File: config.mk
export PLATFORM = sky130hd
export DESIGN_NAME = force_mux_top
export DESIGN_NICKNAME = d
export VERILOG_FILES = /design/src/rtl/fm_pkg.sv /design/src/rtl/fm_sel_decode.sv /design/src/rtl/fm_oneshot.sv /design/src/rtl/fm_lane.sv /design/src/rtl/force_mux_top.sv
export SDC_FILE = /design/constraint.sdc
export NUM_CORES = 1
export LEC_CHECK = 0
export ABC_AREA = 1
export ABC_CLOCK_PERIOD_IN_PS = 2400
export CORE_MARGIN = 5
export CORE_UTILIZATION = 32
export CTS_BUF_LIST = sky130_fd_sc_hd__clkbuf_16
export CTS_CLUSTER_SIZE = 28
export DETAILED_ROUTE_END_ITERATION = 16
export MAX_ROUTING_LAYER = met4
export PLACE_DENSITY_LB_ADDON = 0.2
export SYNTH_ARGS = -nofsm -noshare
export SYNTH_HDL_FRONTEND = slang
export SYNTH_SLANG_ARGS = --single-unit
File: constraint.sdc
create_clock -name clk -period 2.4 [get_ports clk]
set_input_delay 0.48 -clock clk [delete_from_list [all_inputs] [get_ports clk]]
set_output_delay 0.48 -clock clk [all_outputs]
set_load 0.02 [all_outputs]
File: src/rtl/fm_pkg.sv
package fm_pkg;
  typedef enum logic [1:0] {
    FM_PASS  = 2'd0,
    FM_HIGH  = 2'd1,
    FM_LOW   = 2'd2,
    FM_PULSE = 2'd3
  } fm_mode_e;
endpackage

File: src/rtl/fm_sel_decode.sv
// Turns the selection code into one enable per lane; codes past the last lane hit nothing.
module fm_sel_decode #(
  parameter int N_SIG = 12,
  parameter int SEL_W = 4
) (
  input  logic [SEL_W-1:0] sel,
  output logic [N_SIG-1:0] hit
);
  for (genvar i = 0; i < N_SIG; i++) begin : g_hit
    assign hit[i] = (sel == SEL_W'(i));
  end
endmodule

File: src/rtl/fm_oneshot.sv
// Arms on a mode-3 write, fires one cycle on the next running edge.
module fm_oneshot (
  input  logic clk,
  input  logic rst_n,
  input  logic load,
  input  logic arm,
  input  logic run,
  output logic pulse
);
  logic armed_q, pulse_q;

  always_ff @(posedge clk or negedge rst_n) begin
    if (!rst_n) begin
      armed_q <= 1'b0;
      pulse_q <= 1'b0;
    end else if (load) begin
      armed_q <= arm;
      pulse_q <= 1'b0;
    end else if (armed_q && run) begin
      armed_q <= 1'b0;
      pulse_q <= 1'b1;
    end else begin
      pulse_q <= 1'b0;
    end
  end

  assign pulse = pulse_q;

  p_pulse_one_cycle_r9: assert property (@(posedge clk) disable iff (!rst_n)
    pulse_q |=> !pulse_q);
  p_pulse_needs_run_r8: assert property (@(posedge clk) disable iff (!rst_n)
    $rose(pulse_q) |-> $past(run) && $past(armed_q));
  p_write_cancels_r10: assert property (@(posedge clk) disable iff (!rst_n)
    load |=> !pulse_q);
endmodule

File: src/rtl/fm_lane.sv
// One signal lane: apply the override only when this lane is the target.
module fm_lane
  import fm_pkg::*;
(
  input  logic     in_bit,
  input  logic     hit,
  input  fm_mode_e mode,
  input  logic     pulse,
  output logic     out_bit
);
  logic forced;

  always_comb begin
    unique case (mode)
      FM_HIGH:  forced = 1'b1;
      FM_LOW:   forced = 1'b0;
      FM_PULSE: forced = pulse | in_bit;
      default:  forced = in_bit;
    endcase
    out_bit = hit ? forced : in_bit;
  end
endmodule

File: src/rtl/force_mux_top.sv
module force_mux_top
  import fm_pkg::*;
#(
  parameter int N_SIG    = 12,
  parameter int SEL_W    = 4,
  parameter int WORD_W   = 32,
  parameter int SEL_LSB  = 16,
  parameter int MODE_LSB = 20
) (
  input  logic              clk,
  input  logic              rst_n,
  input  logic              clk_run,
  input  logic              ctl_we,
  input  logic [WORD_W-1:0] ctl_word,
  input  logic [N_SIG-1:0]  sig_in,
  output logic [N_SIG-1:0]  sig_out
);
  localparam int MODE_W = 2;

  logic [SEL_W-1:0] sel_q;
  fm_mode_e         mode_q;
  fm_mode_e         mode_wr;
  logic [N_SIG-1:0] hit;
  logic             pulse;

  assign mode_wr = fm_mode_e'(ctl_word[MODE_LSB +: MODE_W]);

  // fields captured only on a write strobe
  always_ff @(posedge clk or negedge rst_n) begin
    if (!rst_n) begin
      sel_q  <= '0;
      mode_q <= FM_PASS;
    end else if (ctl_we) begin
      sel_q  <= ctl_word[SEL_LSB +: SEL_W];
      mode_q <= mode_wr;
    end
  end

  fm_sel_decode #(.N_SIG(N_SIG), .SEL_W(SEL_W)) u_dec (
    .sel (sel_q),
    .hit (hit)
  );

  fm_oneshot u_shot (
    .clk   (clk),
    .rst_n (rst_n),
    .load  (ctl_we),
    .arm   (mode_wr == FM_PULSE),
    .run   (clk_run),
    .pulse (pulse)
  );

  for (genvar i = 0; i < N_SIG; i++) begin : g_lane
    fm_lane u_lane (
      .in_bit  (sig_in[i]),
      .hit     (hit[i]),
      .mode    (mode_q),
      .pulse   (pulse),
      .out_bit (sig_out[i])
    );
  end

  p_single_target_r3: assert property (@(posedge clk) disable iff (!rst_n)
    $onehot0(hit));
  p_unselected_pass_r2: assert property (@(posedge clk) disable iff (!rst_n)
    ((sig_out ^ sig_in) & ~hit) == '0);
  p_off_pass_r7: assert property (@(posedge clk) disable iff (!rst_n)
    (mode_q == FM_PASS) |-> (sig_out == sig_in));
  p_force_high_r5: assert property (@(posedge clk) disable iff (!rst_n)
    (mode_q == FM_HIGH) |-> ((sig_out & hit) == hit));
  p_force_low_r6: assert property (@(posedge clk) disable iff (!rst_n)
    (mode_q == FM_LOW) |-> ((sig_out & hit) == '0));
  p_no_target_r4: assert property (@(posedge clk) disable iff (!rst_n)
    (sel_q >= SEL_W'(N_SIG)) |-> (sig_out == sig_in));
endmodule

==> key figures, run 1 <==
Pwr
  • NetSw: 177 µW
  • Clk pwr share: 43.9%
  • Internal power: 450 µW
  • Maximum VDD drop: 0.000460 V
  • Flop pwr share: 25.1%
  • Switching Share: 28.2%
  • Total Power: 626 µW
  • Leakage: 0.577 nW
  • Pwr per Cell Area: 538 mW/mm²
  • Logic pwr share: 31.1%

Timing
  • Fmax: 433 MHz
  • Tmin final: 2.31 ns
  • Worst-Margin Slew: 0.427 ns
  • Setup Skew: 0.0000289 ns
  • Unrepaired setup endpoints after global routing: no
  • Fin. max-slew vios: 0
  • Hold Violations, Final: 0
  • Setup tns final: 0 ns
  • Rel. slew slack: 71.4%
  • Final setup violation count: 0
  • Final cycle utilization of the critical path: 96.2%

Floorplan
  • IO Pins: 60
  • Chip height: 60.4 µm
  • Initial Utilization: 33.1%
  • Overall die width: 60.4 µm
  • FP Rows: 18
  • Die ar.: 0.00365 mm²
  • Core area: 0.00245 mm²

Logic synthesis
  • Share of Yosys cell area claimed by the top area cell type: 26.8%
  • Post-Synthesis Cells: 144
  • Sequential area share after synthesis: 24.7%
  • Syn avg cell area: 5.64 µm²
  • Post-Syn Area: 812 µm²
  • Synthesis-stage register bit count: 8
  • Synth area leaders: nand2_1, dfrtp_1, buf_4, nand3_1, inv_1
  • Syn_nets: 192
  • Distinct cell type count after synthesis: 14
  • Yosys top cell by area: nand2_1
  • Syn. warnings: 0

Route
  • Initial DRC count: 18
  • Via-to-Cell Ratio: 4.35
  • Total number of vias: 856
  • Post-route ant nets: 0
  • First-pass detailed-route iteration total: 4
  • Aggregate routed wire length: 1900 µm
  • Residual DRC count: 0
  • Routed WL per cell: 9.64 µm

Worst setup path
  • Crit-path max cell delay: 0.61 ns
  • Buf/Inv on CP: 2
  • CP Max Fanout: 2
  • Crit-path slowest cell: clkdlybuf4s50_1
  • CP startpoint kind: input port
  • Worst reg-to-reg setup slack: 1.67 ns
  • Crit Path Class: in -> out
  • Cells along the critical path: clkdlybuf4s50_1 -> nand2_1 -> nand2_1 -> nor2_1 -> a21oi_1 -> clkdlybuf4s50_1
  • Req. time, crit path: 1.92 ns
  • Critical path arrival: 1.83 ns
  • RR Startpoint: sel_q[1]$_DFFE_PN0P_
  • CP Capture Type: primary output
  • CP Launch Point: sig_in[5]
  • CP top delay family: buffers and inverters

Layout
  • Fin area: 0.00116 mm²
  • Final Core Density: 47.5%
  • Nets@finish: 217
  • Share of cells above drive strength 1: 10.8%
  • Area growth syn-to-layout: 43.5%
  • Number of diodes: 0

Min path
  • Hold Crit Class: reg -> reg
  • HP Start: u_shot.armed_q$_DFFE_PN0P_

Placement
  • Detailed Place HPWL: 1570 µm
  • Placed cell area: 0.00109 mm²
  • Final GP Congestion: 0.753
  • Port bufs: 33

Global route
  • Gr ovfl total: 0
  • GRT Overall Usage: 11.9%
  • Vias in the first global route: 812
  • Initial antenna violation count: 0
  • Global-route wire length before repair: 3250 µm
  • Largest net degree at the start of global routing: 16

Clock tree
  • Cts hold-fix bufs: 0
  • Htree depth: 1
  • Longest Clk Path Bufs: 2
  • Total CTS buffers: 3
  • Postcts setup bufs: 0
  • CTS sink count: 8
  • CTS root buffer: clkbuf_16
  • Worst-skew pair later-pin latency: 0.23 ns
  • CTS tree: built
  • CTS clk-pin slew, worst paths: 0.04 ns

Run
  • Max cap viols: 0

Outcome
  • Status: finished, final reports clean
-- metal layers --
metal	wire length [µm]	global-route usage [%]
met5	0	-
met1	847	14.0
met3	136	0.638
met2	915	21.0
met4	0	4.75
-- what timing repair did --
item                                    in CTS  in global routing
endpoints found under the setup margin       0                  1
gates resized for setup                      0                  1
endpoints found under the hold margin        0                  0
-- layout by cell type, fill, tap and decap left out, drive strengths merged --
| cell type | n |
|---|---|
| inv | 20 |
| dlymetal6s2s | 1 |
| nand2 | 61 |
| nor2 | 16 |
| dfrtp | 8 |
| a21oi | 3 |
| buf | 1 |
| nand3 | 13 |
| nand3b | 1 |
| o21ai | 8 |
| clkdlybuf4s50 | 32 |
| clkbuf | 3 |
-- cells in the mapped netlist --
cell type	n
nand2_1	58
inv_1	14
nand3_1	13
buf_4	12
nor2_1	11
dfrtp_1	8
o21ai_1	7
inv_2	6
nor2_2	5
a21oi_1	3
nand2_2	3
buf_2	2
nand3b_1	1
o21ai_0	1
-- state kept, by name, indices dropped and copies added (netlist names) --
name / count
sel_q: 4
u_shot.pulse: 1
u_shot.armed_q: 1
mode_q: 2
-- worst register-to-register path, delay by kind of cell, from the launching register on --
kind | cells | cell delay [ns]
flops | 1 | 0.44
buf+inv | 1 | 0.10
compound gates | 1 | 0.06
-- power groups by stage --
stage               clock (mW)  sequential, mW  combinational [mW]
floorplan                    0           0.157               0.129
global route             0.283           0.159               0.217
global placement             0           0.158               0.193
finish                   0.275           0.157               0.195
detailed placement           0           0.159               0.197
CTS                      0.280           0.157               0.197
-- layout make-up --
| type | count | area, µm² |
|---|---|---|
| well taps | 30 | 37.5 |
| flip-flops and latches | 8 | 200 |
| inverters | 20 | 75.1 |
| repair buffers | 34 | 340 |
| multi-input cells | 102 | 437 |
| clock buffers | 3 | 75.1 |
| fillers | 277 | 1290 |
-- kinds of logic (layout without fill, tap and decap cells) --
group | count (synthesis) | count (layout) | synth area share [%]
AOI/OAI and AO/OA | 11 | 11 | 6.78
buffers and inverters | 34 | 57 | 21.6
DFF | 8 | 8 | 24.7
and+or+nand+nor | 91 | 91 | 47.0
-- through the flow --
step | setup slack, ns | std cells | hold slack [ns]
2_1_floorplan | 0.941 | 144 | 0.184
3_3_place_gp | 0.106 | 194 | 0.491
3_5_place_dp | 0.0815 | 194 | 0.506
4_1_cts | 0.0441 | 197 | 0.524
5_1_grt | 0.00181 | 197 | 0.560
6_report | 0.0909 | 197 | 0.518
-- worst paths after layout --
| kind | end | cells after the start |
|---|---|---|
| worst max-delay path | sig_out[5] | 6 |
| worst min-delay path | u_shot.armed_q$_DFFE_PN0P_ | 2 |
| worst max register to register | sel_q[1]$_DFFE_PN0P_ | 2 |
| worst min register to register | u_shot.armed_q$_DFFE_PN0P_ | 2 |
| max in group asynchronous | sel_q[1]$_DFFE_PN0P_ | 1 |
| min in group asynchronous | u_shot.armed_q$_DFFE_PN0P_ | 1 |
No activity file was read; power rests on OpenSTA's default activity.
==> inputs of run 2 (changes only) <==
--- a/config.mk
+++ b/config.mk
@@ -16,4 +16,5 @@
 export PLACE_DENSITY_LB_ADDON = 0.2
 export SYNTH_ARGS = -nofsm -noshare
 export SYNTH_HDL_FRONTEND = slang
+export SYNTH_HIERARCHICAL = 1
 export SYNTH_SLANG_ARGS = --single-unit
==> run 2 against run 1 <==
  * Clock-buffer cell count unchanged
  * Synthesized cell count increased by 7.6%
  * Combinational power increased by 4%
  * Highest routed layer unchanged
  * Largest cell class unchanged
  * Worst hold slack got worse by 0.013 ns
  * Non-clock buffer count increased by 1
  * Worst setup slack got worse by 0.024 ns
==> key figures, run 2 <==
Outcome
  • Status: finished, final reports clean

Worst setup path
  • Cells along the critical path: clkdlybuf4s50_1 -> inv_1 -> nand2_1 -> nand2_1 -> a21oi_2 -> clkdlybuf4s50_1
  • FF-to-FF path depth: 2
  • Worst reg-to-reg setup slack: 1.32 ns
  • RR Endpoint: mode_q[1]$_DFFE_PN0P_
  • Crit Path Class: in -> out
  • CP startpoint kind: input port
  • Critical path arrival: 1.85 ns
  • CP Capture Type: primary output
  • Buf/Inv on CP: 3
  • Levels on crit path: 6
  • Crit-path max cell delay: 0.62 ns
  • RR Startpoint: mode_q[1]$_DFFE_PN0P_
  • Req. time, crit path: 1.92 ns
  • CP top delay family: buffers and inverters
  • CP Max Fanout: 2
  • Crit-path slowest cell: clkdlybuf4s50_1

Floorplan
  • IO Pins: 60
  • Die ar.: 0.00371 mm²
  • Initial Utilization: 33.4%
  • Core area: 0.00248 mm²
  • FP Rows: 18
  • Overall die width: 60.9 µm
  • Chip height: 60.9 µm

Logic synthesis
  • Sequential area share after synthesis: 24.2%
  • Cell with the most instances after synthesis: nand2_1
  • Post-Syn Area: 828 µm²
  • Ys async rst share: 100%
  • Post-synth EDFFs: 0
  • Synthesis-stage register bit count: 8
  • Share of Yosys cell area claimed by the top area cell type: 29.5%
  • Distinct cell type count after synthesis: 8
  • Syn_nets: 203
  • Synth top cells by count: nand2_1, inv_1, nor2_1
  • Syn avg cell area: 5.34 µm²
  • Synth area leaders: nand2_1, dfrtp_1, inv_1, a21oi_2, a21oi_1
  • Synth Flop Type: dfrtp_1
  • Post-Synthesis Cells: 155
  • Syn. warnings: 6
  • Yosys top cell by area: nand2_1

Placement
  • Detailed Place HPWL: 1650 µm
  • Placed cell area: 0.00121 mm²
  • Port bufs: 33
  • Place WS: 0.0534 ns
  • Final GP Congestion: 0.833

Min path
  • Cell count of the worst hold path: 2
  • Hold endpoint: u_shot/pulse$_DFF_PN0_
  • Hold Crit Class: reg -> reg
  • HP Start: u_shot/armed_q$_DFFE_PN0P_

Timing
  • Fmax: 429 MHz
  • Hold Slack: 0.504 ns
  • Tmin final: 2.33 ns
  • Unrepaired setup endpoints after global routing: no
  • Final setup violation count: 0
  • Setup tns final: 0 ns
  • Worst-Margin Slew: 0.703 ns
  • Setup Skew: 0.0000181 ns
  • Hold Violations, Final: 0
  • Rel. slew slack: 53.1%
  • Final cycle utilization of the critical path: 97.2%
  • Final WS setup: 0.0665 ns
  • Fin. max-slew vios: 0

Route
  • Initial DRC count: 19
  • Post-route ant nets: 0
  • Routed WL per cell: 9.31 µm
  • Aggregate routed wire length: 2080 µm
  • Total number of vias: 962
  • First-pass detailed-route iteration total: 4
  • Residual DRC count: 0
  • Via-to-Cell Ratio: 4.31

Clock tree
  • Htree depth: 1
  • CTS sink count: 8
  • Postcts setup bufs: 0
  • CTS clk-pin slew, worst paths: 0.04 ns
  • Total CTS buffers: 3
  • Worst-skew pair later-pin latency: 0.23 ns
  • CTS root buffer: clkbuf_16
  • Longest Clk Path Bufs: 2
  • CTS tree: built

Layout
  • Nets@finish: 243
  • Number of diodes: 0
  • Max FFs per register: 4
  • Biggest register: sel_q
  • Share of cells above drive strength 1: 9.33%
  • Fillcell total: 261
  • Area growth syn-to-layout: 56.2%
  • Largest regs: sel_q: 4 flops, mode_q: 2 flops
  • Fin area: 0.00129 mm²
  • Most frequent cells in the layout: nand2_1, inv_1, clkdlybuf4s50_1
  • Commonest non-fill, non-tap cell in the layout: nand2_1

Global route
  • Vias in the first global route: 887
  • Initial antenna violation count: 0
  • Global-route wire length before repair: 3400 µm
  • Gr ovfl total: 0
  • GRT Overall Usage: 12.0%
  • Largest net degree at the start of global routing: 14

Pwr
  • Maximum VDD drop: 0.000444 V
  • Pwr per Cell Area: 493 mW/mm²
  • Leakage: 0.712 nW

Run
  • Max cap viols: 0
==> run 2: changes by cell type in the layout (fill, tap and decap cells not counted), sizes merged, moves of 3 or more <==
cell   delta
nor2      -3
inv      +24
nand3    -12
nand2     +4
a21oi    +21
o21ai     -8
==> run 2: area by class of cell <==
class,count,area [µm²],area share (%)
Clock buffer,3,75.1,5.80
Tap cell,30,37.5,2.90
Sequential cell,8,200,15.5
Multi-Input combinational cell,103,463,35.8
Timing Repair Buffer,35,353,27.3
Inverter,44,165,12.8
==> run 2: what timing repair did <==
action                     in CTS  in global routing
setup endpoints to repair       0                  3
hold buffers                    0                  0
gates resized for setup         0                  3
==> run 2: per-stage QoR <==
step,power [mW],std cells,util [%]
2_1_floorplan,0.271,155,-
3_3_place_gp,0.365,220,48.9
3_5_place_dp,0.369,220,48.9
4_1_cts,0.647,223,51.9
5_1_grt,0.675,223,52.2
6_report,0.638,223,52.2
==> run 2: cells by family after synthesis <==
kind of cell	Yosys count	share of synthesized area [%]
and+or+nand+nor	79	36.0
DFF	8	24.2
AOI/OAI and AO/OA	24	19.9
buffers and inverters	44	19.9
==> run 2: worst max-delay path by stage <==
| stage | endpoint | slack (ns) | from |
|---|---|---|---|
| 2_1_floorplan | sig_out[0] | 0.83 | mode_q[0]$_DFFE_PN0P_ |
| 3_3_place_gp | sig_out[10] | 0.09 | sig_in[10] |
| 3_5_place_dp | sig_out[7] | 0.05 | sig_in[7] |
| 4_1_cts | sig_out[7] | 0.05 | sig_in[7] |
| 5_1_grt | sig_out[6] | 0.0006 | sig_in[6] |
| 6_report | sig_out[7] | 0.07 | sig_in[7] |
==> run 2: worst reg2reg max path, stage by stage (launching register included) <==
cell	delay [ns]
dfrtp_1	0.79
nand2_1	0.14
nand2_1	0.09
==> run 2: where the power goes <==
part	switching, mW	internal, mW
registers	0.0177	0.146
logic	0.105	0.0969
clock network	0.0585	0.214
==> run 2: per-layer routing <==
layer / share of wire (%) / global-route usage, %
met1: 48 / 14.5
met2: 47 / 21.2
met3: 4.8 / 0.638
met4: 0 / 3.72
met5: 0 / -
==> inputs of run 3 (changes only) <==
--- a/config.mk
+++ b/config.mk
@@ -7,8 +7,10 @@
 export LEC_CHECK = 0
 export ABC_AREA = 1
 export ABC_CLOCK_PERIOD_IN_PS = 2400
+export CELL_PAD_IN_SITES_DETAIL_PLACEMENT = 2
+export CELL_PAD_IN_SITES_GLOBAL_PLACEMENT = 2
 export CORE_MARGIN = 5
-export CORE_UTILIZATION = 32
+export CORE_UTILIZATION = 16
 export CTS_BUF_LIST = sky130_fd_sc_hd__clkbuf_16
 export CTS_CLUSTER_SIZE = 28
 export DETAILED_ROUTE_END_ITERATION = 16
==> run 3 against run 2 <==
  * Combinational power hardly changed
  * Worst hold slack worse by 0.0041 ns
  * Cell count is 17% higher
  * Cell area is 5.8% higher
==> key figures, run 3 (synthesis results as in run 2) <==
Outcome
  • Status: finished, final reports clean

Pwr
  • Flop pwr share: 25.8%
  • Logic pwr share: 31.3%
  • Switching Share: 30.2%
  • Pwr per Cell Area: 479 mW/mm²
  • Clk pwr share: 42.9%
  • Maximum VDD drop: 0.000253 V
  • Internal power: 458 µW
  • NetSw: 198 µW
  • Leakage: 0.784 nW

Timing
  • Worst-Margin Slew: 0.776 ns
  • Final cycle utilization of the critical path: 96.9%
  • Hold Slack: 0.500 ns
  • Unrepaired setup endpoints after global routing: no
  • Fmax: 430 MHz
  • Setup Skew: 0.0000971 ns
  • Final setup violation count: 0
  • Tmin final: 2.33 ns
  • Rel. slew slack: 48.3%
  • Hold Violations, Final: 0
  • Setup tns final: 0 ns
  • Fin. max-slew vios: 0

Route
  • Total number of vias: 1043
  • Initial DRC count: 20
  • Residual DRC count: 0
  • Aggregate routed wire length: 3010 µm
  • First-pass detailed-route iteration total: 3
  • Via-to-Cell Ratio: 3.98
  • Routed WL per cell: 11.5 µm
  • Post-route ant nets: 0

Clock tree
  • Htree depth: 1
  • Total CTS buffers: 3
  • CTS sink count: 8
  • Longest Clk Path Bufs: 2
  • CTS clk-pin slew, worst paths: 0.04 ns
  • CTS root buffer: clkbuf_16
  • Worst-skew pair later-pin latency: 0.23 ns
  • CTS tree: built

Placement
  • Port bufs: 33
  • Final GP Congestion: 0.644
  • Detailed Place HPWL: 2390 µm
  • Cell Count Post-Placement: 259

Layout
  • Commonest non-fill, non-tap cell in the layout: nand2_1
  • Nets@finish: 242
  • Number of diodes: 0
  • Most frequent cells in the layout: nand2_1, inv_1, clkdlybuf4s50_1
  • Biggest register: sel_q
  • Largest regs: sel_q: 4 flops, mode_q: 2 flops
  • Share of cells above drive strength 1: 9.90%
  • Fillcell total: 642
  • Final non-filler cell total: 262
  • Max FFs per register: 4
  • Area growth syn-to-layout: 65.3%

Global route
  • Largest net degree at the start of global routing: 19
  • Vias in the first global route: 1213
  • Gr ovfl total: 0
  • GRT Overall Usage: 9.78%
  • Met2 Use GR: 20.2%
  • Layer carrying the most global-route usage: met2
  • Initial antenna violation count: 0
  • Global-route wire length before repair: 5090 µm
  • GR Layer Usage met3: 1.10%
  • Met1 usage: 9.41%

Floorplan
  • Die ar.: 0.00672 mm²
  • FP Rows: 26
  • Initial Utilization: 16.3%
  • Overall die width: 82.0 µm
  • Chip height: 82.0 µm
  • Core area: 0.00507 mm²
  • IO Pins: 60

Worst setup path
  • Cells along the critical path: clkdlybuf4s50_1 -> inv_1 -> nand2_1 -> nand2_1 -> a21oi_2 -> clkdlybuf4s50_1
  • CP Max Fanout: 2
  • Crit Path Class: in -> out
  • CP startpoint kind: input port
  • CP Launch Point: sig_in[5]
  • Critical path arrival: 1.85 ns
  • Buf/Inv on CP: 3
  • Crit-path slowest cell: clkdlybuf4s50_1
  • CP Capture Type: primary output
  • CP top delay family: buffers and inverters
  • RR Startpoint: mode_q[1]$_DFFE_PN0P_
  • Req. time, crit path: 1.92 ns
  • Crit-path max cell delay: 0.62 ns

Min path
  • Hold Crit Class: reg -> reg
  • HP Start: u_shot/armed_q$_DFFE_PN0P_

Run
  • Max cap viols: 0
[run 3: cell types whose count changed in the layout (fill, tap and decap cells not counted)]
| cell | change |
|---|---|
| dfrtp_1 | -2 |
| dlymetal6s2s_1 | +7 |
| clkdlybuf4s50_1 | -7 |
| buf_4 | -2 |
| dfrtp_2 | +2 |
| buf_12 | +1 |
[run 3: layout make-up]
cell class	count	area, µm²	area share [%]
Multi-Input combinational cell	103	463	33.8
Timing Repair Buffer	34	375	27.4
Sequential cell	8	203	14.8
Inverter	44	165	12.1
Tap cell	70	87.6	6.40
Clock buffer	3	75.1	5.48
[run 3: path summary, 6_finish.rpt]
path / endpoint / slack, ns / cells after the start
max reg2reg: mode_q[1]$_DFFE_PN0P_ / 1.29 / 2
min reg2reg: u_shot/pulse$_DFF_PN0_ / 0.50 / 2
min: u_shot/pulse$_DFF_PN0_ / 0.50 / 2
min in group asynchronous: u_shot/armed_q$_DFFE_PN0P_ / 0.52 / 1
max in group asynchronous: mode_q[0]$_DFFE_PN0P_ / 1.60 / 1
max: sig_out[5] / 0.07 / 6
[run 3: routing by layer]
metal	up-vias	part of all wire [%]
met1	493	39
met4	0	0.96
met2	22	55
met5	-	0
li1	524	-
met3	4	4.8
[run 3: per-stage QoR]
step                      utilization [%]  power, mW  area [µm²]  setup WS, ns
final                                27.0      0.656        1370        0.0737
after global routing                 27.0      0.695        1370      0.000192
after CTS                            26.4      0.670        1340        0.0222
after detailed placement             25.0      0.384        1270        0.0257
after global placement               25.0      0.375        1270        0.0653
after floorplan                         -      0.271         828         0.827
[run 3: worst min-delay path, delay by kind of cell (launching register included)]
family	cells	cell delay (ns)
and+or+nand+nor	2	0.09
DFF	1	0.37
[run 3: repair_timing]
item	in CTS	in global routing
setup buffers	0	0
gates resized for setup	0	12
endpoints found under the hold margin	0	0
hold buffers	0	0
endpoints found under the setup margin	0	12
[run 3: power groups by stage]
stage | clock network (mW) | logic (mW) | registers (mW)
after floorplan | 0 | 0.103 | 0.167
after global placement | 0 | 0.204 | 0.170
after detailed placement | 0 | 0.213 | 0.172
after CTS | 0.286 | 0.214 | 0.170
after global routing | 0.293 | 0.229 | 0.173
final | 0.281 | 0.205 | 0.169
